===== src/rtl/link_buf_pkg.sv =====
package link_buf_pkg;
   typedef enum logic [1:0] {
      A_RXD  = 2'd0,
      A_TXD  = 2'd1,
      A_CSR  = 2'd2,
      A_NONE = 2'd3
   } lb_addr_t;

   localparam int ST_HD     = 0;
   localparam int ST_DE     = 1;
   localparam int ST_RXE    = 2;
   localparam int ST_RXF    = 3;
   localparam int ST_TXE    = 4;
   localparam int ST_TXF    = 5;
   localparam int ST_ERR    = 6;
   localparam int ST_BITS   = 7;
endpackage


===== src/rtl/lb_fifo.sv =====
module lb_fifo #(
   parameter int W     = 32,
   parameter int DEPTH = 2
) (
   input  logic         clk,
   input  logic         rst_n,
   input  logic         push,
   input  logic         pop,
   input  logic [W-1:0] wdata,
   output logic [W-1:0] head,
   output logic         empty,
   output logic         full
);
   localparam int CW = $clog2(DEPTH + 1);

   logic [CW-1:0] count;

   if (DEPTH < 1) begin : g_bad_depth
      $error("lb_fifo: DEPTH must be at least 1");
   end

   if (DEPTH == 1) begin : g_single
      logic [W-1:0] slot;
      logic         occ;
      always_ff @(posedge clk) begin
         if (!rst_n) begin
            occ  <= 1'b0;
            slot <= '0;
         end else begin
            if (push) slot <= wdata;
            if (push) occ <= 1'b1;
            else if (pop) occ <= 1'b0;
         end
      end
      assign head  = slot;
      assign count = CW'(occ);
   end else begin : g_ring
      localparam int PW = $clog2(DEPTH);
      logic [W-1:0]  mem [DEPTH];
      logic [PW-1:0] rp, wp;
      logic [CW-1:0] cnt;

      function automatic logic [PW-1:0] bump(input logic [PW-1:0] p);
         return (p == PW'(DEPTH - 1)) ? '0 : p + 1'b1;
      endfunction

      always_ff @(posedge clk) begin
         if (!rst_n) begin
            rp  <= '0;
            wp  <= '0;
            cnt <= '0;
         end else begin
            if (push) begin
               mem[wp] <= wdata;
               wp      <= bump(wp);
            end
            if (pop) rp <= bump(rp);
            if (push && !pop) cnt <= cnt + 1'b1;
            else if (pop && !push) cnt <= cnt - 1'b1;
         end
      end
      assign head  = mem[rp];
      assign count = cnt;
   end

   assign empty = (count == '0);
   assign full  = (count == CW'(DEPTH));


   no_overflow_chk: assert property (@(posedge clk) disable iff (!rst_n)
      (push && !pop) |-> !full);

   no_underflow_chk: assert property (@(posedge clk) disable iff (!rst_n)
      pop |-> !empty);

   swap_keeps_count_chk: assert property (@(posedge clk) disable iff (!rst_n)
      (push && pop) |=> (count == $past(count)));
endmodule


===== src/rtl/lb_csr.sv =====
module lb_csr #(
   parameter int W = 32
) (
   input  logic         clk,
   input  logic         rst_n,
   input  logic         ctrl_we,
   input  logic         hd_d,
   input  logic         de_d,
   input  logic         err_set,
   input  logic         err_clr,
   input  logic         last_ld,
   input  logic [W-1:0] last_d,
   output logic         hd,
   output logic         de,
   output logic         err,
   output logic [W-1:0] last
);
   always_ff @(posedge clk) begin
      if (!rst_n) begin
         hd   <= 1'b0;
         de   <= 1'b0;
         err  <= 1'b0;
         last <= '0;
      end else begin
         if (ctrl_we) begin
            hd <= hd_d;
            de <= de_d;
         end
         if (err_set) err <= 1'b1;
         else if (err_clr) err <= 1'b0;
         if (last_ld) last <= last_d;
      end
   end


   err_sticky_chk: assert property (@(posedge clk) disable iff (!rst_n)
      (err && !err_clr) |=> err);

   err_clears_chk: assert property (@(posedge clk) disable iff (!rst_n)
      (err_clr && !err_set) |=> !err);
endmodule


===== src/rtl/link_buf_core.sv =====
module link_buf_core
   import link_buf_pkg::*;
#(
   parameter int DATA_W = 32,
   parameter int DEPTH  = 2
) (
   input  logic              clk,
   input  logic              rst_n,
   input  logic              core_req,
   input  logic              core_we,
   input  logic [1:0]        core_addr,
   input  logic [DATA_W-1:0] core_wdata,
   output logic [DATA_W-1:0] core_rdata,
   output logic              core_stall,
   input  logic              lrx_valid,
   input  logic [DATA_W-1:0] lrx_data,
   output logic              lrx_ready,
   output logic              ltx_valid,
   output logic [DATA_W-1:0] ltx_data,
   input  logic              ltx_ready
);
   if (DATA_W < ST_BITS) begin : g_bad_width
      $error("link_buf_core: DATA_W too narrow for status word");
   end

   lb_addr_t     sel;
   logic         rd_rx, wr_tx, csr_rd, csr_wr;
   logic         rx_hit, tx_hit;
   logic         rx_push, rx_pop, rx_bypass, rx_empty, rx_full;
   logic         tx_push, tx_pop, tx_room, tx_drop, tx_empty, tx_full;
   logic         hd, de, err;
   logic [DATA_W-1:0] rx_head, tx_head, last, status;

   assign sel    = lb_addr_t'(core_addr);
   assign rd_rx  = core_req && !core_we && (sel == A_RXD);
   assign wr_tx  = core_req &&  core_we && (sel == A_TXD);
   assign csr_rd = core_req && !core_we && (sel == A_CSR);
   assign csr_wr = core_req &&  core_we && (sel == A_CSR);

   assign rx_hit = rd_rx && !de;
   assign tx_hit = wr_tx && !de;

   // receive path
   assign rx_pop    = rx_hit && !rx_empty;
   assign rx_bypass = rx_hit && rx_empty && lrx_valid;
   assign lrx_ready = !rx_full || rx_pop;
   assign rx_push   = lrx_valid && lrx_ready && !rx_bypass;

   // transmit path
   assign ltx_valid = !tx_empty;
   assign ltx_data  = tx_head;
   assign tx_pop    = !tx_empty && ltx_ready;
   assign tx_room   = !tx_full || tx_pop;
   assign tx_push   = tx_hit && tx_room;
   assign tx_drop   = tx_hit && !tx_room && hd;

   assign core_stall = !hd && ((rx_hit && rx_empty && !lrx_valid) ||
                               (tx_hit && !tx_room));

   lb_fifo #(.W(DATA_W), .DEPTH(DEPTH)) i_rxq (
      .clk(clk), .rst_n(rst_n), .push(rx_push), .pop(rx_pop),
      .wdata(lrx_data), .head(rx_head), .empty(rx_empty), .full(rx_full));

   lb_fifo #(.W(DATA_W), .DEPTH(DEPTH)) i_txq (
      .clk(clk), .rst_n(rst_n), .push(tx_push), .pop(tx_pop),
      .wdata(core_wdata), .head(tx_head), .empty(tx_empty), .full(tx_full));

   lb_csr #(.W(DATA_W)) i_csr (
      .clk(clk), .rst_n(rst_n),
      .ctrl_we(csr_wr), .hd_d(core_wdata[0]), .de_d(core_wdata[1]),
      .err_set(tx_drop), .err_clr(csr_rd),
      .last_ld(rx_pop || rx_bypass),
      .last_d(rx_pop ? rx_head : lrx_data),
      .hd(hd), .de(de), .err(err), .last(last));

   always_comb begin
      status          = '0;
      status[ST_HD]   = hd;
      status[ST_DE]   = de;
      status[ST_RXE]  = rx_empty;
      status[ST_RXF]  = rx_full;
      status[ST_TXE]  = tx_empty;
      status[ST_TXF]  = tx_full;
      status[ST_ERR]  = err;
   end

   always_comb begin
      core_rdata = '0;
      if (rx_hit) begin
         if (rx_pop)         core_rdata = rx_head;
         else if (rx_bypass) core_rdata = lrx_data;
         else if (hd)        core_rdata = last;
      end else if (csr_rd) begin
         core_rdata = status;
      end
   end


   hang_dis_no_stall_chk: assert property (@(posedge clk) disable iff (!rst_n)
      hd |-> !core_stall);

   dma_quiet_chk: assert property (@(posedge clk) disable iff (!rst_n)
      (de && core_req && (sel == A_RXD || sel == A_TXD))
         |-> (!core_stall && core_rdata == '0));

   rx_stall_cause_chk: assert property (@(posedge clk) disable iff (!rst_n)
      (core_stall && !core_we) |-> (rx_empty && !lrx_valid));

   tx_stall_keeps_full_chk: assert property (@(posedge clk) disable iff (!rst_n)
      (core_stall && core_we) |=> tx_full);
endmodule


===== config.mk =====
export PLATFORM = sky130hd
export DESIGN_NAME = link_buf_core
export DESIGN_NICKNAME = d
export VERILOG_FILES = /design/src/rtl/link_buf_pkg.sv /design/src/rtl/lb_fifo.sv /design/src/rtl/lb_csr.sv /design/src/rtl/link_buf_core.sv
export SDC_FILE = /design/constraint.sdc
export NUM_CORES = 1
export LEC_CHECK = 0
export ABC_AREA = 1
export BUFFER_PORTS_ARGS = -buffer_cell sky130_fd_sc_hd__buf_2
export CAP_MARGIN = 5
export CORE_ASPECT_RATIO = 1.75
export CORE_MARGIN = 4
export CORE_UTILIZATION = 62
export CTS_BUF_LIST = sky130_fd_sc_hd__clkbuf_8
export DETAILED_ROUTE_END_ITERATION = 10
export GPL_TIMING_DRIVEN = 1
export PLACE_DENSITY = 0.87
export SYNTH_ARGS = -nofsm -noshare
export SYNTH_HDL_FRONTEND = slang
export SYNTH_SLANG_ARGS = --single-unit

===== constraint.sdc =====
create_clock -name clk -period 6.3 [get_ports clk]
set_clock_uncertainty 0.15 [all_clocks]
set_input_delay 1.26 -clock clk [delete_from_list [all_inputs] [get_ports clk]]
set_output_delay 1.26 -clock clk [all_outputs]
set_load 0.005 [all_outputs]

After elaboration in Yosys (flattened, before gate mapping). Memories as Yosys holds them, arrays and structs flattened. A register that Yosys moved wholly into a read port is not among the register bits. Cells that the tools add are included.

$add $sub $neg: 8. Multiplexer cells: 26. Reduce and logical (&&, ||, !) cells: 47. Eq/ne operators: 4.

Operators by type and width (count): $mux 32 (5); $logic_and 1x1->1 (23); $mux 1 (16); $logic_not 1->1 (14); $mux 2 (4); $mux 7 (1); $eq 2x2->1 const B (3); $logic_not 2->1 (3); $reduce_bool 2->1 (3); $add 1x1->1 const B (4); $add 2x1->2 const B (2); $logic_or 1x1->1 (4); $sub 2x1->2 const B (2); $eq 2x1->1 const B (1).

Bits of input ports: 72. Output and inout port bits: 67. Logic and storage cells: 97. Memories: 2. Bits in writable memories: 128. Bits in registers: 43.

Memory list: i_rxq.g_ring.mem (depth 2, width 32, rd ports 1, clocked after memory_dff 1, wr ports 1, line lb_fifo.sv:39) `logic [W-1:0] mem [DEPTH];`; i_txq.g_ring.mem (depth 2, width 32, rd ports 1, clocked after memory_dff 1, wr ports 1, line lb_fifo.sv:39).

Depth between registers and ports, before layout. Gate-level depths: netlist (run 1).

Word-level depth: 12. Depth in mapped cells: 12. Gate-level depth less buffers: 11.

By module. A second synthesis (run 1) with hierarchy kept.

Cells, all modules: 795. Area total of the unflattened synthesis: 8304.2 µm².

Modules (own cells, without submodules): lb_fifo (area each 2697.6 µm², cells each 134, times used 2, seq. area each 2021.9 µm²); link_buf_core (area each 1642.8 µm², cells each 374, times used 1, seq. area each 0.0 µm²); lb_csr (area each 1266.2 µm², cells each 153, times used 1, seq. area each 700.7 µm²).

Worst setup path before layout (run 1). No wires, ideal clock.

Kind: input -> register. From: input core_addr[1]. To: memory i_txq.g_ring.mem[1][0] (enable). Stages: 5. Data arrival time: 3889 ps. Library setup time: 461 ps. Slack: 1800 ps. Cells stage by stage: nor2_2 nand3_1 nor2_1 inv_1 nor3_1.

Word-level cells in the longest chain between the ends: 7.

Ends and longest elaborated chain: start, declared (line link_buf_core.sv:11) `input logic [1:0] core_addr,`; $eq 2x1->1 (line link_buf_core.sv:36) `assign wr_tx = core_req && core_we && (sel == A_TXD);`; $logic_and 1x1->1 (line link_buf_core.sv:36); $logic_and 1x1->1 (line link_buf_core.sv:41) `assign tx_hit = wr_tx && !de;`; $logic_and 1x1->1 (line link_buf_core.sv:54) `assign tx_push = tx_hit && tx_room;`; $mux 1 (line lb_fifo.sv:53) `if (push) begin`; $mux 1 (line lb_fifo.sv:48) `if (!rst_n) begin`; $mux 1 (not written as such) (line lb_fifo.sv:54) `mem[wp] <= wdata;`; end, declared (line lb_fifo.sv:39).

Every way passes these cells.

Worst setup path in the final report (run 1).
From: input core_addr[0]. To: output core_rdata[6].

Word-level cells in the longest chain between the ends: 8.

Ends and longest elaborated chain: $logic_not 2->1 (line link_buf_core.sv:35) `assign rd_rx = core_req && !core_we && (sel == A_RXD);`; $logic_and 1x1->1 (line link_buf_core.sv:35); $logic_and 1x1->1 (line link_buf_core.sv:40) `assign rx_hit = rd_rx && !de;`; $logic_and 1x1->1 (2 in series) (line link_buf_core.sv:45) `assign rx_bypass = rx_hit && rx_empty && lrx_valid;`; $mux 32 (line link_buf_core.sv:91) `else if (rx_bypass) core_rdata = lrx_data;`; $mux 32 (line link_buf_core.sv:90) `if (rx_pop) core_rdata = rx_head;`; $mux 32 (*) (line link_buf_core.sv:89) `if (rx_hit) begin`; end, declared (line link_buf_core.sv:13) `output logic [DATA_W-1:0] core_rdata,`.

Every way passes the cells marked *; elsewhere a longest branch is shown, timed or not.

==> results of run 1 <==
[registers in the layout, summed over array words and instances (netlist names), named ones only]
signal,cells
i_csr.err,1
i_csr.last,32
i_txq.g_ring.rp,1
i_rxq.g_ring.mem,64
i_rxq.g_ring.wp,1
i_txq.g_ring.mem,64
i_rxq.g_ring.rp,1
i_txq.count,2
i_rxq.count,2
i_csr.de,1
i_csr.hd,1
i_txq.g_ring.wp,1
[metal layers]
layer	GRT usage, %	wire length (um)
met4	8.930	329
met2	41.95	8383
met5	0	7
met3	4.596	1071
met1	26.85	6118
[worst max-delay path, delay by kind of cell]
family | cells | cell delay (ns)
buffers and inverters | 4 | 0.69
AND/OR/NAND/NOR | 6 | 1.07
[worst paths after layout]
check	startpoint	end	slack (ns)
worst max-delay path	core_addr[0]	core_rdata[6]	1.86
worst min-delay path	i_rxq.g_ring.rp	register	0.32
worst max register to register	i_rxq.count[1]	i_rxq.count[1]	3.66
worst min register to register	i_rxq.g_ring.rp	register	0.32
[layout by cell type, fill, tap and decap left out, types with 9 or more instances in the layout]
| cell type | Yosys | routed |
|---|---|---|
| mux2_2 | 57 | 57 |
| edfxtp_1 | 128 | 128 |
| o21ai_0 | 17 | 17 |
| buf_2 | 16 | 138 |
| dfxtp_1 | 45 | 44 |
| nand3_1 | 74 | 74 |
| nor2_1 | 11 | 9 |
| a21oi_1 | 11 | 11 |
| clkbuf_8 | 0 | 18 |
| inv_1 | 113 | 113 |
| nand4_1 | 33 | 33 |
| nand2_1 | 220 | 220 |
[through the flow]
step / instances / total power, mW / hold WS, ns / cell area (um2) / setup WS, ns
global route: 1064 / 2.398 / 0.3506 / 8895 / 1.677
global placement: 1032 / 1.514 / 0.2792 / 8478 / 1.930
detailed placement: 1032 / 1.523 / 0.3059 / 8478 / 1.865
CTS: 1064 / 2.319 / 0.3158 / 8895 / 1.859
finish: 1064 / 2.304 / 0.3168 / 8895 / 1.859
floorplan: 761 / 1.435 / 0.2756 / 7689 / 1.800
[cells by family after synthesis]
kind of cell	share of synthesized area [%]
fa+ha+maj	0.3254
simple gates	19.45
flops	61.71
buf+inv	8.023
mux	8.348
xor+xnor	0.1139
compound gates	2.034
[cell type report]
type / instances / area (um2)
Fill cell: 910 / 3174
Sequential cell: 173 / 4746
Clock inverter: 14 / 168.9
Inverter: 114 / 427.9
Tap cell: 165 / 206.4
Multi-Input combinational cell: 434 / 2347
Clock buffer: 18 / 247.7
Timing Repair Buffer: 146 / 750.7
[power breakdown]
part	total [mW]	internal [mW]	switching (mW)	leakage, nW
Clock	0.809	0.380	0.429	0.210
Sequential	1.27	1.26	0.0144	1.53
Combinational	0.221	0.0879	0.133	2.56
==> summary.md, run 1 <==
| Metric | Value |
|---|---|
| LEAKAGE | `4.297 nW` |
| Drt pass-1 iters | `5` |
| Count leader, synth | `nand2_1` |
| Worst slew pin tran | `1.045 ns` |
| Synth top area share | `49.99%` |
| DRC errors left | `0` |
| Worst EP arrival | `3.03 ns` |
| ANT nets after route | `0` |
| Remaining Overflow, GRT | `0` |
| Setup Fix Bufs, Post-CTS | `0` |
| Power density over cell area | `259.1 nW/um2` |
| Latest clock arrival within the worst-skew pair | `0.45 ns` |
| HP Class | `register to register` |
| CP endpoint kind | `primary output` |
| Max VDD drop | `183.2 uV` |
| Die Height | `155.3 um` |
| Post-CTS Hold Buffers | `0` |
| Clk slew on worst S/H paths | `0.09 ns` |
| Top FF cell, synth | `edfxtp_1` |
| I/O pin total | `139` |
| WL final | `15.91 mm` |
| Hold Violations, Final | `0` |
| Syn Inst Count | `761` |
| Area contributors post-synth | `edfxtp_1, dfxtp_1, nand2_1, mux2_2, inv_1` |
| CTS HTree Levels | `4` |
| Worst Reg-to-Reg Cells | `8` |
| Final Cycle Share | `70.49%` |
| Mapped Avg Cell Area | `10.10 um2` |
| Vias in the first global route | `5580` |
| Final Max Slew Viols | `0` |
| RSZ-0062 raised after global routing | `false` |
| Diodes inserted | `0` |
| Setup TNS | `0 ns` |
| Max-cap violations | `0` |
| Relative slew slack | `30.17%` |
| Area leader, netlist | `edfxtp_1` |
| CP Cell Sequence | `buf_2 > inv_1 > nand3_1 > nor2_4 > buf_4 > nand4_1 > nand3_1 > nand2_1 > nand2_1 > buf_2` |
| Die X | `92.18 um` |
| Number of I/O port buffers | `138` |
| FFs w/ async S/R, synth | `0%` |
| Startpoint Class | `primary input` |
| Slowest stage delay, CP | `0.49 ns` |
| # nets final | `960` |
| Fraction of layout cells with a size suffix above 1 | `27.25%` |
| Gr usage total | `23.19%` |
| Initial antenna violation count | `1` |
| Critical path fanouts, max | `23` |
| Die Area | `14320 um2` |
| WS Path Type | `primary input to primary output` |
| Post_cts resized | `0` |
| Outcome | `finished clean` |
| CTS Root Cell | `clkbuf_8` |
| GP Congestion | `0.7646` |
| Setup violations, final | `0` |
| Synthesized area | `7689 um2` |
| CTS tree | `built` |
| Total clock sinks | `173` |
| Largest net degree at the start of global routing | `65` |
| First-pass GRT wire length | `26.22 mm` |
| Clock buffer count from CTS | `17` |
| Minimum clock period | `4.441 ns` |
| Post-synth EDFFs | `128` |
| CP required | `4.89 ns` |
| Synth Register Bits | `173` |
| Post-DR wirelength/cell | `14.95 um` |
| Sequential area share after synthesis | `61.71%` |
| DPL Wire Length | `10.44 mm` |
| Synth-to-layout area growth | `15.69%` |
| Vias | `5652` |
| Synth top cells by count | `nand2_1, edfxtp_1, inv_1` |
| Slowest-stage cell, CP | `nor2_4` |
| Fin util | `73.70%` |
| Standard-cell row count | `53` |
| Hold-critical path depth | `1` |
| Synth Warn # | `0` |
| Number of distinct library cells after synthesis | `22` |
| CORE AREA | `12070 um2` |
| Initial Util | `63.71%` |
| Max Fclk | `225.2 MHz` |
| CTS Buffer Depth | `2` |
| Vias/cell | `5.312` |
| Starting DRT DRC Count | `340` |
| Post-Syn Nets | `835` |
No activity file was read; power rests on OpenSTA's default activity.
==> run 2: changes to the inputs <==
Settings changed: ABC_AREA 1 to 0, CORE_UTILIZATION 62 to 57, PLACE_DENSITY 0.87 to 0.82.
Clock period 6.3 ns to 4.4 ns, I/O delays scaled along.
==> run 2 against run 1 <==
  * Sequential cell count unchanged
  * Clock-buffer cell count decreased by 1
  * Worst hold slack got worse by 0.0067 ns
  * Setup slack got worse by 0.99 ns
  * Via count decreased by 16%
  * Cell area decreased by 4.7%
  * Total power increased by 61%
  * Sequential power increased by 50%
  * Critical path depth decreased by 3
  * Final cell count decreased by 18%
  * Wire length decreased by 6.3%
  * Critical endpoint is now core_rdata[0]
  * Largest cell class unchanged
  * Largest power group unchanged
  * Highest routed layer is now met4
==> summary.md, run 2 <==
| Metric | Value |
|---|---|
| Worst slew pin tran | `1.019 ns` |
| CP endpoint kind | `primary output` |
| Standard-cell row count | `54` |
| I/O pin total | `139` |
| Vias | `4769` |
| Final Max Slew Viols | `0` |
| Largest net degree at the start of global routing | `50` |
| Max-cap violations | `0` |
| CORE AREA | `12430 um2` |
| Fraction of layout cells with a size suffix above 1 | `31.73%` |
| Minimum clock period | `3.536 ns` |
| Max VDD drop | `268.7 uV` |
| Largest registers in the final layout | `i_rxq.g_ring.mem: 64 flops, i_txq.g_ring.mem: 64 flops, i_csr.last: 32 flops` |
| Vias/cell | `5.438` |
| Most common cell after layout, fill and taps aside | `buf_2` |
| Hold-critical path depth | `2` |
| Fin util | `68.18%` |
| Area leader, netlist | `edfxtp_1` |
| Outcome | `finished clean` |
| First-pass GRT wire length | `23.48 mm` |
| Worst slack, placed | `0.8709 ns` |
| Worst EP arrival | `2.51 ns` |
| Critical path fanouts, max | `39` |
| Clock buffer count from CTS | `17` |
| CP required | `3.37 ns` |
| FFs w/ async S/R, synth | `0%` |
| Post-DR wirelength/cell | `17.00 um` |
| R2r endpoint | `i_rxq.count[1]` |
| Hold Violations, Final | `0` |
| Starting DRT DRC Count | `276` |
| Latest clock arrival within the worst-skew pair | `0.44 ns` |
| Initial Util | `58.11%` |
| WS Path Type | `primary input to primary output` |
| CTS Buffer Depth | `2` |
| Number of I/O port buffers | `138` |
| Setup Fix Bufs, Post-CTS | `0` |
| Total clock sinks | `173` |
| Post-synth EDFFs | `128` |
| Post-CTS Hold Buffers | `0` |
| Setup TNS | `0 ns` |
| Power density over cell area | `436.4 nW/um2` |
| Final Cycle Share | `80.35%` |
| Final non-filler cell total | `877` |
| Vias in the first global route | `4787` |
| Drt pass-1 iters | `4` |
| ANT nets after route | `0` |
| Min-Delay Startpoint | `i_csr.last[3]` |
| Die Height | `156.9 um` |
| R2R setup slack | `2.07 ns` |
| Synth top area share | `53.20%` |
| LEAKAGE | `3.156 nW` |
| Post_cts resized | `0` |
| Top FF cell, synth | `edfxtp_1` |
| Clk slew on worst S/H paths | `0.09 ns` |
| Remaining Overflow, GRT | `0` |
| Startpoint Class | `primary input` |
| Synth-to-layout area growth | `17.32%` |
| Sequential area share after synthesis | `65.67%` |
| HP Class | `register to register` |
| Diodes inserted | `0` |
| Synth Register Bits | `173` |
| Syn Inst Count | `563` |
| Post-Syn Nets | `637` |
| Die X | `93.11 um` |
| DRC errors left | `0` |
| Die Area | `14610 um2` |
| Synthesized area | `7224 um2` |
| Initial antenna violation count | `0` |
| Placed insts | `845` |
| Final setup margin | `0.8645 ns` |
| Mapped Avg Cell Area | `12.83 um2` |
| Synth Warn # | `0` |
| Hold Path Sink | `i_csr.last[3]` |
| RSZ-0062 raised after global routing | `false` |
| Synth top cells by count | `edfxtp_1, nand2_1, dfxtp_1` |
| CTS HTree Levels | `4` |
| Count leader, synth | `edfxtp_1` |
| Max Fclk | `282.8 MHz` |
| Relative slew slack | `32.08%` |
| Area contributors post-synth | `edfxtp_1, dfxtp_1, mux2_2, mux2i_1, nand2_1` |
| CTS Root Cell | `clkbuf_8` |
| GP Congestion | `0.7787` |
| Worst Reg-to-Reg Cells | `6` |
| Number of distinct library cells after synthesis | `42` |
| # nets final | `770` |
| Worst flop-to-flop path startpoint | `i_rxq.count[1]` |
| Setup violations, final | `0` |
| WL final | `14.91 mm` |
| Gr usage total | `20.72%` |
| DPL Wire Length | `10.28 mm` |
| Commonest non-fill, non-tap cells in the layout | `buf_2, edfxtp_1, nand2_1` |
| CTS tree | `built` |
## run 2: cell types whose count changed after synthesis, sizes merged, moves of 8 or more
cell / previous run / this run
nand2: 220 / 66
inv: 114 / 1
nand3: 74 / 6
and3: 0 / 35
a21boi: 0 / 34
mux2i: 0 / 34
nand4: 33 / 0
mux2: 57 / 32
nor2: 15 / 36
o21ai: 18 / 36
a21oi: 11 / 25
and2: 0 / 8
## run 2: worst max-delay path by stage
stage	from	to	slack (ns)
finish	core_we	core_rdata[0]	0.86
global route	core_we	core_rdata[23]	0.75
CTS	core_we	core_rdata[0]	0.88
detailed placement	core_we	core_rdata[0]	0.87
global placement	core_we	core_rdata[0]	0.93
floorplan	core_req	i_rxq.g_ring.mem[0][0]	0.55
## run 2: cell families (layout without fill, tap and decap cells)
logic type                 count (synthesis)  in the layout  synth area share (%)
buffers and inverters                     38            184                 2.511
adders and majority gates                  2              2                0.3463
muxes                                     66             66                 9.699
DFF                                      173            173                 65.67
AOI/OAI and AO/OA                        105            105                 9.075
xor gates and xnor gates                   7              7                0.8486
and+or+nand+nor                          172            172                 11.85
## run 2: layout make-up
type / instances / area, um2
Timing Repair Buffer: 151 / 788.3
Tap cell: 168 / 210.2
Inverter: 1 / 3.754
Clock inverter: 15 / 176.4
Clock buffer: 17 / 234.0
Fill cell: 960 / 3956
Multi-Input combinational cell: 352 / 2317
Sequential cell: 173 / 4746
## run 2: power breakdown
part           leakage, nW  total (mW)  switching [mW]  internal, mW
combinational         1.42       0.660           0.369         0.291
sequential            1.53        1.90          0.0507          1.85
clock                0.208        1.14           0.608         0.529
total                 3.16        3.70            1.03          2.67
## run 2: routing by layer
layer	part of all wire [%]	GRT usage (%)	up-vias	routed length, um
met2	53	37.37	179	7936
met1	39	24.45	2266	5881
met4	1.1	7.547	0	169
li1	-	-	2310	-
met5	0	0	-	0
met3	6.2	3.922	14	923
## run 2: through the flow
| stage | power (mW) | area [um2] | hold slack, ns |
|---|---|---|---|
| global route | 3.875 | 8476 | 0.3299 |
| global placement | 2.574 | 8065 | 0.2898 |
| floorplan | 2.380 | 7224 | 0.2852 |
| CTS | 3.723 | 8476 | 0.3103 |
| detailed placement | 2.605 | 8065 | 0.2973 |
| finish | 3.699 | 8476 | 0.3102 |
## run 2: critical path, cell delays in order
cell     delay [ns]
buf_2          0.13
nor3_4         0.35
and2_1         0.19
buf_4          0.35
a31oi_1        0.13
o21ai_0        0.29
buf_2          0.18
==> run 3: changes to the inputs <==
Settings changed: CORE_UTILIZATION 57 to 52, PLACE_DENSITY 0.82 to 0.79.
Clock period 4.4 ns to 2.9 ns, I/O delays scaled along.
==> run 3 against run 2 <==
  * Critical path depth fell by 1
  * Worst hold slack got worse by 0.14 ns
  * Combinational power rose by 56%
  * Critical endpoint is now core_rdata[10]
  * Via count rose by 2.3%
  * Sequential cell count did not move
  * Setup slack got worse by 0.80 ns
  * Cell area rose by 1.3%
  * Non-clock buffer count rose by 8
  * Sequential share of layout area fell by 0.65 points
  * Die area rose by 8.9%
  * Utilization fell by 4.7 points
  * Final cell count rose by 1.6%
==> summary.md, run 3 (synthesis results as in run 2) <==
| Metric | Value |
|---|---|
| Largest net degree at the start of global routing | `40` |
| Max Fclk | `352.1 MHz` |
| Gr usage total | `19.88%` |
| Design Power | `5.508 mW` |
| Largest registers in the final layout | `i_rxq.g_ring.mem: 64 flops, i_txq.g_ring.mem: 64 flops, i_csr.last: 32 flops` |
| Starting DRT DRC Count | `190` |
| Worst slew pin tran | `0.4990 ns` |
| HP Class | `primary input to register` |
| Die X | `97.10 um` |
| CORE AREA | `13520 um2` |
| Most common cell after layout, fill and taps aside | `buf_2` |
| WL final | `15.81 mm` |
| First-pass GRT wire length | `25.01 mm` |
| Setup violations, final | `0` |
| Remaining Overflow, GRT | `0` |
| Latest clock arrival within the worst-skew pair | `0.44 ns` |
| Relative slew slack | `66.66%` |
| Startpoint Class | `register` |
| ANT nets after route | `0` |
| Post-DR wirelength/cell | `17.74 um` |
| Diodes inserted | `0` |
| Fin area | `8589 um2` |
| DPL Wire Length | `10.61 mm` |
| Number of I/O port buffers | `138` |
| Final non-filler cell total | `891` |
| Slowest stage delay, CP | `0.40 ns` |
| Standard-cell row count | `56` |
| Die Area | `15920 um2` |
| Min-Delay Startpoint | `core_wdata[6]` |
| Setup TNS | `0 ns` |
| Worst flop-to-flop path startpoint | `i_csr.de` |
| Initial Util | `53.42%` |
| LEAKAGE | `3.200 nW` |
| Worst EP arrival | `2.11 ns` |
| Post-DP Area | `8175 um2` |
| R2r endpoint | `i_rxq.count[1]` |
| Critical path fanouts, max | `13` |
| Slowest-stage cell, CP | `or3_4` |
| GP Congestion | `0.8219` |
| Max-cap violations | `0` |
| Final Cycle Share | `97.92%` |
| Vias in the first global route | `4857` |
| CP required | `2.17 ns` |
| CTS HTree Levels | `4` |
| Total clock sinks | `173` |
| DRC errors left | `0` |
| Clk slew on worst S/H paths | `0.09 ns` |
| Vias | `4877` |
| Outcome | `finished clean` |
| Final Max Slew Viols | `0` |
| Initial antenna violation count | `0` |
| Vias/cell | `5.474` |
| Die Height | `163.9 um` |
| Hold Slack | `0.1741 ns` |
| WS Path Type | `register to primary output` |
| R2R setup slack | `0.67 ns` |
| Hold-critical path depth | `1` |
| Drt pass-1 iters | `5` |
| Max VDD drop | `385.6 uV` |
| Post-CTS Hold Buffers | `0` |
| Hold Path Sink | `i_txq.g_ring.mem[1][6]` |
| # nets final | `778` |
| Fraction of layout cells with a size suffix above 1 | `32.78%` |
| CTS Root Cell | `clkbuf_8` |
| Synth-to-layout area growth | `18.90%` |
| CTS Buffer Depth | `2` |
| Worst Reg-to-Reg Cells | `7` |
| Clock buffer count from CTS | `17` |
| I/O pin total | `139` |
| Hold Violations, Final | `0` |
| Layout filler cell count | `1065` |
| Commonest non-fill, non-tap cells in the layout | `buf_2, edfxtp_1, nand2_1` |
| RSZ-0062 raised after global routing | `false` |
| Minimum clock period | `2.840 ns` |
| CP endpoint kind | `primary output` |
| Power density over cell area | `641.3 nW/um2` |
| CP Cell Sequence | `or3_4 > a31oi_4 > buf_12 > nand2_1 > a21oi_1 > buf_2` |
| CTS tree | `built` |
| Placed insts | `858` |
[run 3: per-stage QoR]
| stage | utilization, % | setup slack, ns |
|---|---|---|
| 5_1_grt | 63.52 | 0.006575 |
| 3_5_place_dp | 60.46 | 0.2670 |
| 3_3_place_gp | 60.46 | 0.2890 |
| 4_1_cts | 63.25 | 0.02045 |
| 2_1_floorplan | - | 0.08884 |
| 6_report | 63.52 | 0.06020 |
[run 3: area by class of cell]
cell class | instances | area [um2] | share of cell area [%]
clock inverter | 13 | 116.4 | 1.355
sequential | 173 | 4753 | 55.34
clock buffer | 19 | 261.5 | 3.044
multi-input combinational | 352 | 2321 | 27.02
inverter | 1 | 3.754 | 0.04370
tap | 174 | 217.7 | 2.535
timing repair buffer | 159 | 915.9 | 10.66
[run 3: power by group]
part           internal (mW)  switching (mW)  total, mW
sequential              2.81          0.0732       2.88
clock                  0.728           0.863       1.59
combinational          0.455           0.579       1.03
[run 3: worst max path at each step]
stage                              start  slack [ns]  cells past startpoint                endpoint
after floorplan                 core_req        0.09                      4  i_rxq.g_ring.mem[0][0]
after global placement      core_addr[0]        0.29                      8          core_rdata[10]
after detailed placement    core_addr[0]        0.27                      8           core_rdata[9]
after CTS                 i_rxq.count[0]        0.02                      6          core_rdata[10]
after global routing      i_rxq.count[0]       0.007                      6           core_rdata[7]
final                     i_rxq.count[0]        0.06                      6          core_rdata[10]
[run 3: critical path: cells and delay by family (launching register included)]
family          cells  cell delay [ns]
flops               1             0.38
buf+inv             2             0.34
compound gates      2             0.47
simple gates        2             0.46
[run 3: timing repair]
item / 4_1_cts / 5_1_grt
buffers inserted: 0 / 0
resized for setup: 0 / 5
setup endpoints to repair: 0 / 20
[run 3: routing by layer]
layer / vias to the layer above / share of wire [%] / GRT usage, %
met2: 183 / 53 / 36.60
met1: 2345 / 39 / 22.98
met3: 15 / 6.7 / 4.122
li1: 2334 / - / -
met4: 0 / 1.3 / 6.581
met5: - / 0 / 0
